`src/rtl/led_ind_pkg.sv`:
```
package led_ind_pkg;

  localparam int SLOT_W = 6;

  typedef enum logic [3:0] {
    SRC_SPD_10_G  = 4'h0,
    SRC_SPD_100_G = 4'h1,
    SRC_LINK      = 4'h2,
    SRC_FILT      = 4'h3,
    SRC_LINK_IDLE = 4'h4,
    SRC_SPD_10    = 4'h5,
    SRC_SPD_100   = 4'h6,
    SRC_SPD_1G    = 4'h7,
    SRC_RSVD      = 4'h8,
    SRC_FDX       = 4'h9,
    SRC_COLL      = 4'hA,
    SRC_ACT       = 4'hB,
    SRC_ONE_LANE  = 4'hC,
    SRC_PAUSED    = 4'hD,
    SRC_ON        = 4'hE,
    SRC_OFF       = 4'hF
  } src_sel_e;

  typedef struct packed {
    logic     blink;
    logic     inv;
    src_sel_e mode;
  } lane_cfg_t;

  typedef struct packed {
    logic link;
    logic s10;
    logic s100;
    logic s1000;
    logic fdx;
    logic coll;
    logic act;
    logic filt;
    logic one_lane;
    logic paused;
  } lane_stat_t;

  function automatic lane_cfg_t lane_default(input int idx);
    lane_cfg_t c;
    c.inv = 1'b0;
    case (idx)
      0: begin c.mode = SRC_LINK_IDLE; c.blink = 1'b1; end
      1: begin c.mode = SRC_SPD_1G;    c.blink = 1'b0; end
      default: begin c.mode = SRC_SPD_100; c.blink = 1'b0; end
    endcase
    return c;
  endfunction

endpackage

```
`src/rtl/led_blink_base.sv`:
```
module led_blink_base #(
  parameter int SLOW_HALF_MS = 200,
  parameter int FAST_HALF_MS = 83
) (
  input  logic clk,
  input  logic rst,
  input  logic tick_i,
  input  logic fast_i,
  output logic phase_o
);
  localparam int MAXH = (SLOW_HALF_MS > FAST_HALF_MS) ? SLOW_HALF_MS : FAST_HALF_MS;
  localparam int CW   = $clog2(MAXH + 1);

  logic [CW-1:0] cnt_q;
  logic [CW-1:0] lim;
  logic          phase_q;

  assign lim = fast_i ? CW'(FAST_HALF_MS - 1) : CW'(SLOW_HALF_MS - 1);

  always_ff @(posedge clk) begin
    if (rst) begin
      cnt_q   <= '0;
      phase_q <= 1'b0;
    end else if (tick_i) begin
      if (cnt_q >= lim) begin
        cnt_q   <= '0;
        phase_q <= ~phase_q;
      end else begin
        cnt_q <= cnt_q + 1'b1;
      end
    end
  end

  assign phase_o = phase_q;


  cnt_range_chk: assert property (@(posedge clk) disable iff (rst)
    cnt_q < CW'(MAXH));


  phase_hold_chk: assert property (@(posedge clk) disable iff (rst)
    !tick_i |=> $stable(phase_q));

endmodule

```
`src/rtl/led_stretch.sv`:
```
module led_stretch #(
  parameter int HOLD_MS = 50
) (
  input  logic clk,
  input  logic rst,
  input  logic tick_i,
  input  logic pulse_i,
  output logic busy_o
);
  localparam int HW = $clog2(HOLD_MS + 1);

  logic [HW-1:0] cnt_q;

  always_ff @(posedge clk) begin
    if (rst) begin
      cnt_q <= '0;
    end else if (pulse_i) begin
      cnt_q <= HW'(HOLD_MS);
    end else if (tick_i && cnt_q != '0) begin
      cnt_q <= cnt_q - 1'b1;
    end
  end

  assign busy_o = pulse_i | (cnt_q != '0);


  pulse_hold_chk: assert property (@(posedge clk) disable iff (rst)
    pulse_i |=> busy_o);


  hold_bound_chk: assert property (@(posedge clk) disable iff (rst)
    cnt_q <= HW'(HOLD_MS));

endmodule

```
`src/rtl/led_lane.sv`:
```
module led_lane
  import led_ind_pkg::*;
(
  input  logic       clk,
  input  logic       rst,
  input  lane_cfg_t  cfg_i,
  input  lane_stat_t st_i,
  input  logic       phase_i,
  output logic       pin_o
);
  logic src;
  logic on;
  logic pin_q;

  always_comb begin
    case (cfg_i.mode)
      SRC_SPD_10_G:  src = st_i.link & (st_i.s10 | st_i.s1000);
      SRC_SPD_100_G: src = st_i.link & (st_i.s100 | st_i.s1000);
      SRC_LINK:      src = st_i.link;
      SRC_FILT:      src = st_i.link & st_i.filt;
      SRC_LINK_IDLE: src = st_i.link & ~st_i.act;
      SRC_SPD_10:    src = st_i.link & st_i.s10;
      SRC_SPD_100:   src = st_i.link & st_i.s100;
      SRC_SPD_1G:    src = st_i.link & st_i.s1000;
      SRC_FDX:       src = st_i.fdx;
      SRC_COLL:      src = st_i.coll;
      SRC_ACT:       src = st_i.link & st_i.act;
      SRC_ONE_LANE:  src = st_i.one_lane;
      SRC_PAUSED:    src = st_i.paused;
      SRC_ON:        src = 1'b1;
      default:       src = 1'b0;
    endcase
  end

  assign on = src & (~cfg_i.blink | phase_i);

  always_ff @(posedge clk) begin
    if (rst) pin_q <= 1'b1;
    else     pin_q <= cfg_i.inv ? on : ~on;
  end

  assign pin_o = pin_q;


  off_mode_chk: assert property (@(posedge clk) disable iff (rst)
    ((cfg_i.mode == SRC_OFF || cfg_i.mode == SRC_RSVD) && !cfg_i.inv) |=> pin_q);


  on_mode_chk: assert property (@(posedge clk) disable iff (rst)
    (cfg_i.mode == SRC_ON && !cfg_i.blink && cfg_i.inv) |=> pin_q);


  blink_dark_chk: assert property (@(posedge clk) disable iff (rst)
    (cfg_i.blink && !phase_i && !cfg_i.inv) |=> pin_q);

endmodule

```
`src/rtl/led_indicator_ctrl.sv`:
```
module led_indicator_ctrl
  import led_ind_pkg::*;
#(
  parameter int NUM_LED      = 3,
  parameter int SLOW_HALF_MS = 200,
  parameter int FAST_HALF_MS = 83,
  parameter int HOLD_MS      = 50,
  localparam int CFG_W       = NUM_LED * SLOT_W + 1
) (
  input  logic               clk,
  input  logic               rst,
  input  logic               ms_tick,
  input  logic               link_up,
  input  logic               speed_10,
  input  logic               speed_100,
  input  logic               speed_1000,
  input  logic               full_duplex,
  input  logic               collision,
  input  logic               tx_activity,
  input  logic               rx_activity,
  input  logic               filtered_activity,
  input  logic               single_lane,
  input  logic               tx_paused,
  input  logic               cfg_we,
  input  logic [CFG_W-1:0]   cfg_wdata,
  output logic [NUM_LED-1:0] led_pin
);
  lane_cfg_t  cfg_q [NUM_LED];
  logic       rate_q;
  logic       phase;
  logic       act_busy, filt_busy, coll_busy;
  lane_stat_t st;

  always_ff @(posedge clk) begin
    if (rst) begin
      rate_q <= 1'b0;
      for (int i = 0; i < NUM_LED; i++) cfg_q[i] <= lane_default(i);
    end else if (cfg_we) begin
      rate_q <= cfg_wdata[CFG_W-1];
      for (int i = 0; i < NUM_LED; i++)
        cfg_q[i] <= lane_cfg_t'(cfg_wdata[i*SLOT_W +: SLOT_W]);
    end
  end

  led_blink_base #(
    .SLOW_HALF_MS(SLOW_HALF_MS),
    .FAST_HALF_MS(FAST_HALF_MS)
  ) i_base (
    .clk(clk), .rst(rst), .tick_i(ms_tick), .fast_i(rate_q), .phase_o(phase)
  );

  led_stretch #(.HOLD_MS(HOLD_MS)) i_act_hold (
    .clk(clk), .rst(rst), .tick_i(ms_tick),
    .pulse_i(tx_activity | rx_activity), .busy_o(act_busy)
  );

  led_stretch #(.HOLD_MS(HOLD_MS)) i_filt_hold (
    .clk(clk), .rst(rst), .tick_i(ms_tick),
    .pulse_i(filtered_activity), .busy_o(filt_busy)
  );

  led_stretch #(.HOLD_MS(HOLD_MS)) i_coll_hold (
    .clk(clk), .rst(rst), .tick_i(ms_tick),
    .pulse_i(collision), .busy_o(coll_busy)
  );

  always_comb begin
    st.link     = link_up;
    st.s10      = speed_10;
    st.s100     = speed_100;
    st.s1000    = speed_1000;
    st.fdx      = full_duplex;
    st.coll     = coll_busy;
    st.act      = act_busy;
    st.filt     = filt_busy;
    st.one_lane = single_lane;
    st.paused   = tx_paused;
  end

  for (genvar g = 0; g < NUM_LED; g++) begin : g_lane
    led_lane i_lane (
      .clk(clk), .rst(rst), .cfg_i(cfg_q[g]), .st_i(st),
      .phase_i(phase), .pin_o(led_pin[g])
    );
  end


  idle_level_chk: assert property (@(posedge clk) disable iff (rst)
    (!link_up && !full_duplex && !single_lane && !tx_paused && !coll_busy &&
     cfg_q[0].mode != SRC_ON && !cfg_q[0].inv) |=> led_pin[0]);

endmodule

```
`config.mk`:
```
export PLATFORM = sky130hd
export DESIGN_NAME = led_indicator_ctrl
export DESIGN_NICKNAME = d
export VERILOG_FILES = /design/src/rtl/led_ind_pkg.sv /design/src/rtl/led_blink_base.sv /design/src/rtl/led_stretch.sv /design/src/rtl/led_lane.sv /design/src/rtl/led_indicator_ctrl.sv
export SDC_FILE = /design/constraint.sdc
export NUM_CORES = 1
export LEC_CHECK = 0
export BUFFER_PORTS_ARGS = -buffer_cell sky130_fd_sc_hd__buf_4
export CORE_MARGIN = 3
export CORE_UTILIZATION = 55
export CTS_BUF_LIST = sky130_fd_sc_hd__clkbuf_4
export CTS_CLUSTER_SIZE = 14
export DETAILED_ROUTE_END_ITERATION = 12
export GPL_ROUTABILITY_DRIVEN = 0
export HOLD_SLACK_MARGIN = 0.12
export PLACE_DENSITY = 0.74
export SYNTH_ARGS = -nofsm -noshare
export SYNTH_HDL_FRONTEND = slang
export SYNTH_SLANG_ARGS = --single-unit
```
`constraint.sdc`:
```
create_clock -name clk -period 5.29 [get_ports clk]
set_clock_uncertainty 0.15 [all_clocks]
set_input_delay 0.2645 -clock clk [delete_from_list [all_inputs] [get_ports clk]]
set_output_delay 0.2645 -clock clk [all_outputs]
set_load 0.02 [all_outputs]
```
==> results.ini <==
[run_status]
outcome = finished, final reports clean

[sta]
layout_worst_path_cycle_share = 0.445
fmax_ghz = 0.425
setup_tns_ns = 0
setup_viol = 0
maxSlewViolCount = 0
layout_min_cycle_time_ns = 2.36
whs_ns = 0.315
rsz0062_at_grt = no
final_hold_viol_count = 0
worstMarginPinSlew_ns = 0.880
max-slew-margin-rel = 0.412

[global_route]
grt_pass1_vias = 2094
grt_max_degree = 28
grt-ovfl-total = 0
grtUsageTotal = 0.206
grt_pass1_wl_um = 9940
antenna_found_initial = 0

[floorplan]
ioPinCount = 37
die-area_sq_mm = 0.00598
fp.dieH_um = 77.3
start_util = 0.581
rows = 25
core_sq_mm = 0.00482
die_x_um = 77.3

[logic_synthesis]
synth-xor-area-share = 0.0657
ys_types = 61
synthTopCellsByCount = dfxtp_1 (31), nor2_1 (27), nand2_1 (22)
synth_area_leaders = dfxtp_1 (22%), edfxtp_1 (19%), ha_1 (4.5%)
synth_top_family_by_area = simple AND/OR/NAND/NOR gates
synthArstFlopShare = 0
synth_top_area_frac = 0.222
yosysMostFrequentCell = dfxtp_1
synth-edff-count = 18
synthAdderAreaFrac = 0.0447
syn_nets = 342
syn_avg_cell_area_sq_um = 9.39
ys_seq_area_frac = 0.415
synth_cells = 298
synth_compound_area_frac = 0.167
synth_top_cell_by_area = dfxtp_1
yosys.area_share.simple = 0.242
muxShareOfSynthArea = 0.0148
yosysWarnings = 0
ys.flop_type = dfxtp_1
synth_seq_cells = 49
netlist_area_sq_mm = 0.00280

[clock_network]
cts_root_buf = clkbuf_4
clkSinkCount = 49
clk_latency_ns = 0.36
cts_hold_buffers = 27
cts_buffers = 5
cts-resized-gates = 0
htreeDepth = 2
path_clk_slew_ns = 0.14
cts.path.max_buffers = 2
cts_setup_buffers = 0
cts_tree = built

[routing]
wl_per_cell_um = 13.9
vias = 2285
routed_wl_um = 5860
drt_iter0_drc = 135
met3_length_um = 241
top_layer_used = met4
route.met2.wl_um = 2740
via_per_inst = 5.41
drt_first_pass_iters = 5
ant_nets = 0
met1Wirelength_um = 2790
drcViolationCount = 0

[critical_path]
critPathLaunchType = register
critical_path.top_delay_family = compound AO/OA/AOI/OAI gates
cp_cell_sequence = inv_1, ha_1, nand2b_1, a311o_1, a211o_1, a31oi_2, o21bai_2, nor2_1
critPathMaxFanout = 7
cp.required_ns = 5.45
slowest_stage = dfxtp_1
cp.buffers_inverters = 1
crit_type = reg -> reg
endpoint_kind = register
crit_arrival_ns = 2.51
max_stage_delay_ns = 0.44

[pwr]
power_leakage_nw = 1.36
peakVddDrop_mv = 0.181
total_power_uw = 885
power_density_mw_per_mm2 = 256

[cells_and_area]
syn_to_final_growth_pct = 23.6
antenna_cells = 0
drive_gt1_frac = 0.183
num-nets-final = 398

[place]
place.port_buffers = 36
dpl.hpwl_um = 4020

[flow_run]
max-cap-violations = 0

[hold_path]
worstHoldPathType = in -> reg

worst register-to-register path: cells and delay by family (launching register included):
family | cells | cell delay, ns
AO/OA/AOI/OAI | 4 | 1.10
adder cells (fa/ha/maj) | 1 | 0.28
flip-flops | 1 | 0.44
buffers and inverters | 1 | 0.07
AND/OR/NAND/NOR | 2 | 0.27
layer usage:
metal  global-route usage  vias up
met5                    0        -
met4               0.0658        0
met3               0.0423        8
met2                0.332       56
met1                0.277     1047
li1                     -     1174
cells by family after synthesis:
kind of cell / count (synthesis)
adders and majority gates: 10
muxes: 4
buffers and inverters: 34
xor gates and xnor gates: 21
DFF: 49
AOI/OAI and AO/OA: 58
and+or+nand+nor: 122
layout make-up:
| type | instances | area (sq um) |
|---|---|---|
| Multi-Input combinational cell | 215 | 1490 |
| Inverter | 20 | 75.1 |
| Timing Repair Buffer | 63 | 541 |
| Fill cell | 391 | 1360 |
| Tap cell | 67 | 83.8 |
| Clock inverter | 3 | 65.1 |
| Clock buffer | 5 | 37.5 |
| Sequential cell | 49 | 1160 |
where the power goes:
group	internal (mW)	total, mW	leakage [nW]	switching [mW]
Sequential	0.418	0.448	0.439	0.0304
Combinational	0.0922	0.173	0.867	0.0807
Clock	0.146	0.264	0.0514	0.118
stage by stage:
stage,instances,worst slack (ns),cell area (sq um),util
floorplan,298,3.14,2800,-
global placement,387,3.06,3080,0.640
detailed placement,387,2.99,3080,0.640
CTS,422,2.95,3460,0.718
global route,422,2.78,3460,0.718
finish,422,2.93,3460,0.718
cells in the final DEF, fill, tap and decap left out, types with 3 or more instances in the layout:
master / Yosys / layout
clkbuf_4: 0 / 5
buf_4: 3 / 36
a211o_1: 3 / 3
nor3_1: 11 / 11
nand2_1: 22 / 22
inv_1: 19 / 19
a31oi_1: 4 / 4
edfxtp_1: 18 / 18
and2_1: 12 / 12
o21ai_0: 5 / 5
xnor2_1: 12 / 12
nand3_1: 5 / 5
nor2_1: 27 / 27
nand4_1: 5 / 5
a311o_1: 5 / 5
ha_1: 10 / 10
nor4b_2: 3 / 3
xor2_1: 9 / 9
mux2i_1: 3 / 3
or3_1: 4 / 4
nand2b_1: 10 / 10
dlygate4sd3_1: 0 / 27
and3_1: 4 / 4
a21oi_1: 12 / 12
dfxtp_1: 31 / 31
nor2b_1: 6 / 6
state kept, by name (all words and copies together), names as in the netlist:
name / cells
rate_q: 1
cfg_q: 18
i_base.phase_o: 1
i_coll_hold.cnt_q: 6
i_base.cnt_q: 8
i_act_hold.cnt_q: 6
i_filt_hold.cnt_q: 6
g_lane.i_lane.pin_o: 3
final timing paths:
check	depth (start not counted)	startpoint	to	slack, ns
setup / recovery	8	i_base.cnt_q[0]$_SDFFE_PP0P_	i_base.cnt_q[7]$_SDFFE_PP0P_	2.93
hold / removal	4	link_up	g_lane[2].i_lane.pin_o$_SDFF_PP1_	0.32
setup reg to reg	8	i_base.cnt_q[0]$_SDFFE_PP0P_	i_base.cnt_q[7]$_SDFFE_PP0P_	2.93
hold reg to reg	2	cfg_q[0][10]$_SDFFCE_PN0P_	g_lane[1].i_lane.pin_o$_SDFF_PP1_	0.37
No activity file was read; power rests on OpenSTA's default activity.
